**src/rtl/evt_hub_pkg.sv**
```systemverilog
package evt_hub_pkg;
  parameter int NUM_CH = 7;
  parameter int AUX_CH = 3;
  parameter int ADDR_W = 8;
  parameter int DATA_W = NUM_CH + 1;
  parameter logic [ADDR_W-1:0] ADDR_STAT = 8'hA0;
  parameter logic [ADDR_W-1:0] ADDR_ENAB = 8'hA4;
endpackage

```
**src/rtl/evt_sticky_bank.sv**
```systemverilog
module evt_sticky_bank #(
  parameter int N = 7
) (
  input  logic         clk,
  input  logic         rst,
  input  logic [N-1:0] set_i,
  input  logic [N-1:0] clr_i,
  output logic [N-1:0] st_o
);
  // One sticky flop per channel; a set in the clear cycle wins.
  for (genvar i = 0; i < N; i++) begin : g_bit
    always_ff @(posedge clk) begin
      if (rst) st_o[i] <= 1'b0;
      else     st_o[i] <= (st_o[i] & ~clr_i[i]) | set_i[i];
    end
  end


  sticky_hold_chk: assert property (@(posedge clk) disable iff (rst)
    (clr_i == '0) |=> ((st_o & $past(st_o)) == $past(st_o)));

  pulse_kept_chk: assert property (@(posedge clk) disable iff (rst)
    (set_i != '0) |=> ((st_o & $past(set_i)) == $past(set_i)));

  clear_exact_chk: assert property (@(posedge clk) disable iff (rst)
    (clr_i != '0) |=> ((st_o & $past(clr_i) & ~$past(set_i)) == '0));
endmodule

```
**src/rtl/evt_bus_regs.sv**
```systemverilog
module evt_bus_regs
  import evt_hub_pkg::*;
#(
  parameter int N = NUM_CH,
  parameter int AW = ADDR_W,
  localparam int DW = N + 1
) (
  input  logic          clk,
  input  logic          rst,
  input  logic [AW-1:0] addr,
  input  logic          wr_en,
  input  logic [DW-1:0] wr_data,
  input  logic          rd_en,
  input  logic [N-1:0]  st_i,
  output logic          stat_rd_o,
  output logic [DW-1:0] rd_data,
  output logic [N-1:0]  en_o,
  output logic          mst_o
);
  logic stat_hit, enab_hit;

  assign stat_hit  = (addr == ADDR_STAT);
  assign enab_hit  = (addr == ADDR_ENAB);
  assign stat_rd_o = rd_en & stat_hit;

  always_ff @(posedge clk) begin
    if (rst) begin
      rd_data <= '0;
      en_o    <= '0;
      mst_o   <= 1'b0;
    end else begin
      rd_data <= stat_rd_o ? {st_i, 1'b0} : '0;
      if (wr_en && stat_hit) mst_o <= wr_data[0];
      if (wr_en && enab_hit) en_o  <= wr_data[DW-1:1];
    end
  end


  idle_data_chk: assert property (@(posedge clk) disable iff (rst)
    !stat_rd_o |=> (rd_data == '0));

  bit0_zero_chk: assert property (@(posedge clk) disable iff (rst)
    stat_rd_o |=> (rd_data[0] == 1'b0));
endmodule

```
**src/rtl/evt_irq_gen.sv**
```systemverilog
module evt_irq_gen #(
  parameter int N = 7
) (
  input  logic         clk,
  input  logic         rst,
  input  logic [N-1:0] st_i,
  input  logic [N-1:0] en_i,
  input  logic         mst_i,
  output logic         irq_o
);
  always_ff @(posedge clk) begin
    if (rst) irq_o <= 1'b0;
    else     irq_o <= mst_i & (|(st_i & en_i));
  end


  master_gate_chk: assert property (@(posedge clk) disable iff (rst)
    !mst_i |=> !irq_o);

  no_pending_chk: assert property (@(posedge clk) disable iff (rst)
    ((st_i & en_i) == '0) |=> !irq_o);
endmodule

```
**src/rtl/evt_status_hub.sv**
```systemverilog
module evt_status_hub
  import evt_hub_pkg::*;
#(
  parameter int N = NUM_CH,
  parameter int NA = AUX_CH,
  parameter int AW = ADDR_W,
  localparam int DW = N + 1
) (
  input  logic          clk,
  input  logic          rst,
  input  logic [N-1:0]  evt_pulse,
  input  logic [NA-1:0] aux_pulse,
  input  logic [AW-1:0] addr,
  input  logic          wr_en,
  input  logic [DW-1:0] wr_data,
  input  logic          rd_en,
  output logic [DW-1:0] rd_data,
  output logic          irq
);
  logic [N-1:0] status, enables, clr_vec;
  logic         master, stat_rd;

  // Clear exactly the bits captured into the read data this cycle.
  assign clr_vec = status & {N{stat_rd}};

  evt_bus_regs #(.N(N), .AW(AW)) u_regs (
    .clk(clk), .rst(rst), .addr(addr), .wr_en(wr_en), .wr_data(wr_data),
    .rd_en(rd_en), .st_i(status), .stat_rd_o(stat_rd), .rd_data(rd_data),
    .en_o(enables), .mst_o(master)
  );

  evt_sticky_bank #(.N(N)) u_bank (
    .clk(clk), .rst(rst), .set_i(evt_pulse), .clr_i(clr_vec), .st_o(status)
  );

  evt_irq_gen #(.N(N)) u_irq (
    .clk(clk), .rst(rst), .st_i(status), .en_i(enables), .mst_i(master),
    .irq_o(irq)
  );


  aux_isolated_chk: assert property (@(posedge clk) disable iff (rst)
    (aux_pulse != '0 && evt_pulse == '0 && status == '0) |=> (status == '0));

  write_no_status_chk: assert property (@(posedge clk) disable iff (rst)
    (wr_en && !stat_rd && evt_pulse == '0) |=> (status == $past(status)));
endmodule

```
**config.mk**
```make
export PLATFORM = sky130hd
export DESIGN_NAME = evt_status_hub
export DESIGN_NICKNAME = d
export VERILOG_FILES = /design/src/rtl/evt_hub_pkg.sv /design/src/rtl/evt_sticky_bank.sv /design/src/rtl/evt_bus_regs.sv /design/src/rtl/evt_irq_gen.sv /design/src/rtl/evt_status_hub.sv
export SDC_FILE = /design/constraint.sdc
export NUM_CORES = 1
export LEC_CHECK = 0
export BUFFER_PORTS_ARGS = -buffer_cell sky130_fd_sc_hd__buf_4
export CAP_MARGIN = 20
export CORE_MARGIN = 5
export CORE_UTILIZATION = 49
export DETAILED_ROUTE_END_ITERATION = 16
export PLACE_DENSITY = 0.81
export SYNTH_ARGS = -nofsm -noshare
export SYNTH_HDL_FRONTEND = slang
export SYNTH_SLANG_ARGS = --single-unit
```
**constraint.sdc**
```tcl
create_clock -name clk -period 1.8 [get_ports clk]
set_input_delay 0.09 -clock clk [delete_from_list [all_inputs] [get_ports clk]]
set_output_delay 0.09 -clock clk [all_outputs]
set_load 0.05 [all_outputs]
```
==> reports/results.tsv <==
stage	metric	value	unit
worst_setup_path	crit end category	flip-flop	
global_routing	global-route wire length before repair	3118	um
worst_setup_path	CP startpoint kind	input pin	
global_routing	antenna violations before repair	0	
clock_network	clock sinks	23	
cells_and_area	fill count	152	
power	Net Sw Frac	23.42	%
die	Die Area	2897	um^2
worst_setup_path	CP Cell Sequence	buf_4, or4_4, nor4_4, and2_1	
die	site row count	15	
yosys	cell count after synthesis	94	
timing	RSZ-0062 raised after global routing	false	
die	height of the die	53.82	um
detailed_routing	routed len/inst	12.84	um
yosys	Synth area leaders	dfxtp_1, nand2b_1, mux2i_1	
timing	worst clock skew	7.097	ps
yosys	Synth warnings	0	
global_routing	GRT Total Usage	15.20	%
timing	setup TNS	0	ps
worst_setup_path	CP max stage delay	610	ps
worst_setup_path	worst setup path class	input pin to flip-flop	
global_routing	gr ovfl total	0	
global_routing	largest net degree at the start of global routing	25	
global_routing	number of global-route vias before repair	772	
clock_network	CTS HTree Levels	1	
job	max cap viols	0	
power	sequential power share	61.5	%
yosys	cell area after synthesis	940.9	um^2
clock_network	worst skew pair latency	310	ps
detailed_routing	1st-pass router iterations	5	
cells_and_area	Multi-input gate area	411.6	um^2
worst_setup_path	slowest cell on the critical path	or4_4	
detailed_routing	DRT iter0 DRCs	14	
power	PD cells	696.3	nW/um^2
timing	fmax	0.9422	GHz
cells_and_area	area grow syn2layout	31.52	%
die	Ports	39	
power	combinational power share	10.8	%
clock_network	Bufs on Longest Clock Path	2	
clock_network	hold-fix buffers at CTS	0	
worst_setup_path	WP data required	2060	ps
placed_design	gpl congestion	0.7459	
die	total core area	1783	um^2
timing	Setup-failing EPs final	0	
timing	Final Cycle Share	58.96	%
power	Design Power	861.7	uW
outcome	status	finished, final reports clean	
die	initial core utilization	52.77	%
worst_setup_path	CP Max Fanout	9	
clock_network	PostCTS Resize Cnt	0	
clock_network	# Post-CTS Setup Buffers	0	
worst_hold_path	Hold WC Path Type	input pin to flip-flop	
die	Die Wd	53.82	um
placed_design	IO buf count	34	
worst_setup_path	Worst EP arrival	1320	ps
yosys	EDFF count, synth	0	
timing	final-report hold violation count	0	
yosys	number of synthesized register bits	23	
cells_and_area	# diodes	0	
yosys	Post-synth top flop	dfxtp_1	
cells_and_area	Final nets	159	
placed_design	Post-DP HPWL	1498	um
cells_and_area	Sequential Area	460.4	um^2
yosys	register area share after synthesis	48.94	%
clock_network	Clock transition at path regs	130	ps
detailed_routing	DRC viols	0	
placed_design	DP Worst Slack	399.0	ps
cells_and_area	share of layout cells above drive strength 1	32.81	%
yosys	Yosys top cell by area	dfxtp_1	
yosys	Yosys top cell area share	48.94	%
yosys	Mapped Nets	124	
clock_network	CTS tree	yes	
power	Switch Pwr	201.8	uW
clock_network	clock root buffer	clkbuf_4	
power	Power Internal	659.8	uW
power	Worst VDD drop	0.5481	mV
power	clock power share	27.8	%
yosys	Unique masters post-synth	21	
detailed_routing	Via Count	769	
detailed_routing	DR vias/cell	5.026	
detailed_routing	final WL	1965	um
power	leak pwr	0.0005259	uW
timing	final setup margin	738.6	ps
detailed_routing	remaining antenna violation count after routing	0	
yosys	Avg Inst Size Synth	10.01	um^2
yosys	asr flop ratio synth	0	%
timing	min cycle time layout	1061	ps
timing	final number of max-transition violations	0	
clock_network	total CTS buffers	3	
## worst max-delay path, delay by kind of cell
| kind | cells | cell delay [ps] |
|---|---|---|
| AND/OR/NAND/NOR | 3 | 1120 |
| buffers and inverters | 1 | 110 |
## cells by family (layout without fill, tap and decap cells)
logic type | Yosys count | count (layout) | share of synthesized area, %
and+or+nand+nor | 29 | 29 | 22.21
DFF | 23 | 23 | 48.94
AOI/OAI and AO/OA | 18 | 18 | 12.63
buffers and inverters | 15 | 49 | 7.313
muxes | 8 | 8 | 8.511
other | 1 | 1 | 0.3986
## state kept, by name, indices dropped and copies added, names as in the netlist
signal and flops:
u_regs.rd_data 7, u_bank.st_o 7, u_irq.irq_o 1, u_regs.mst_o 1, u_regs.en_o 7
## power by group through the flow
stage               Combinational [uW]  Sequential [uW]  Clock [uW]
detailed placement                92.0              540           0
global route                       102              531         265
floorplan                         43.7              538           0
CTS                               93.1              529         245
finish                            92.7              530         239
global placement                  88.3              540           0
## cells in the final DEF, fill, tap and decap left out
master      Yosys  routed
buf_4           1      36
dfxtp_1        23      23
nand2b_1       16      16
inv_1           9       9
mux2i_1         8       8
and2_1          7       7
o31ai_1         7       7
a21oi_1         7       7
clkbuf_4        0       3
a22oi_1         2       2
or4_4           1       1
nand4bb_1       1       1
nor4_4          1       1
nor4b_1         1       1
nor3b_1         1       1
nor3_1          1       1
a222oi_1        1       1
a31oi_1         1       1
conb_1          1       1
clkinvlp_4      0       1
## routing by layer
metal	global-route usage [%]	wire, um	up-vias
met4	6.383	18	0
met3	3.324	116	2
met5	0	0	-
met2	28.63	1041	22
li1	-	-	387
met1	15.93	790	358
## per-stage QoR
stage	util [%]	std cells	hold slack, ps	cell area [um^2]
finish	69.40	153	4.663	1237
global route	69.40	153	4.753	1237
CTS	69.40	153	4.561	1237
detailed placement	67.72	149	338.6	1207
global placement	67.72	149	324.2	1207
floorplan	-	94	219.5	940.9
## cell type report
class                      count  area share [%]
clock buffer                   3           1.820
sequential                    23           37.21
multi-input combinational     56           33.27
clock inverter                 1          0.6067
tap                           25           2.528
inverter                       9           2.730
timing repair buffer          36           21.84
## path summary, 6_finish.rpt
kind / from / endpoint / slack, ps / depth (start not counted)
min: evt_pulse[5] / u_bank.st_o[5] / 5 / 3
max: addr[3] / u_regs.rd_data[1] / 740 / 4
min reg2reg: u_regs.en_o[3] / u_regs.en_o[3] / 490 / 2
max reg2reg: u_bank.st_o[0] / u_irq.irq_o / 850 / 2
## cells in the mapped netlist, types with 2 or more instances
master / instances
dfxtp_1: 23
a21oi_1: 7
inv_1: 9
o31ai_1: 7
mux2i_1: 8
and2_1: 7
clkbuf_1: 3
nand2b_1: 16
a22oi_1: 2
Note: power is estimated with default switching activity, not from simulation.
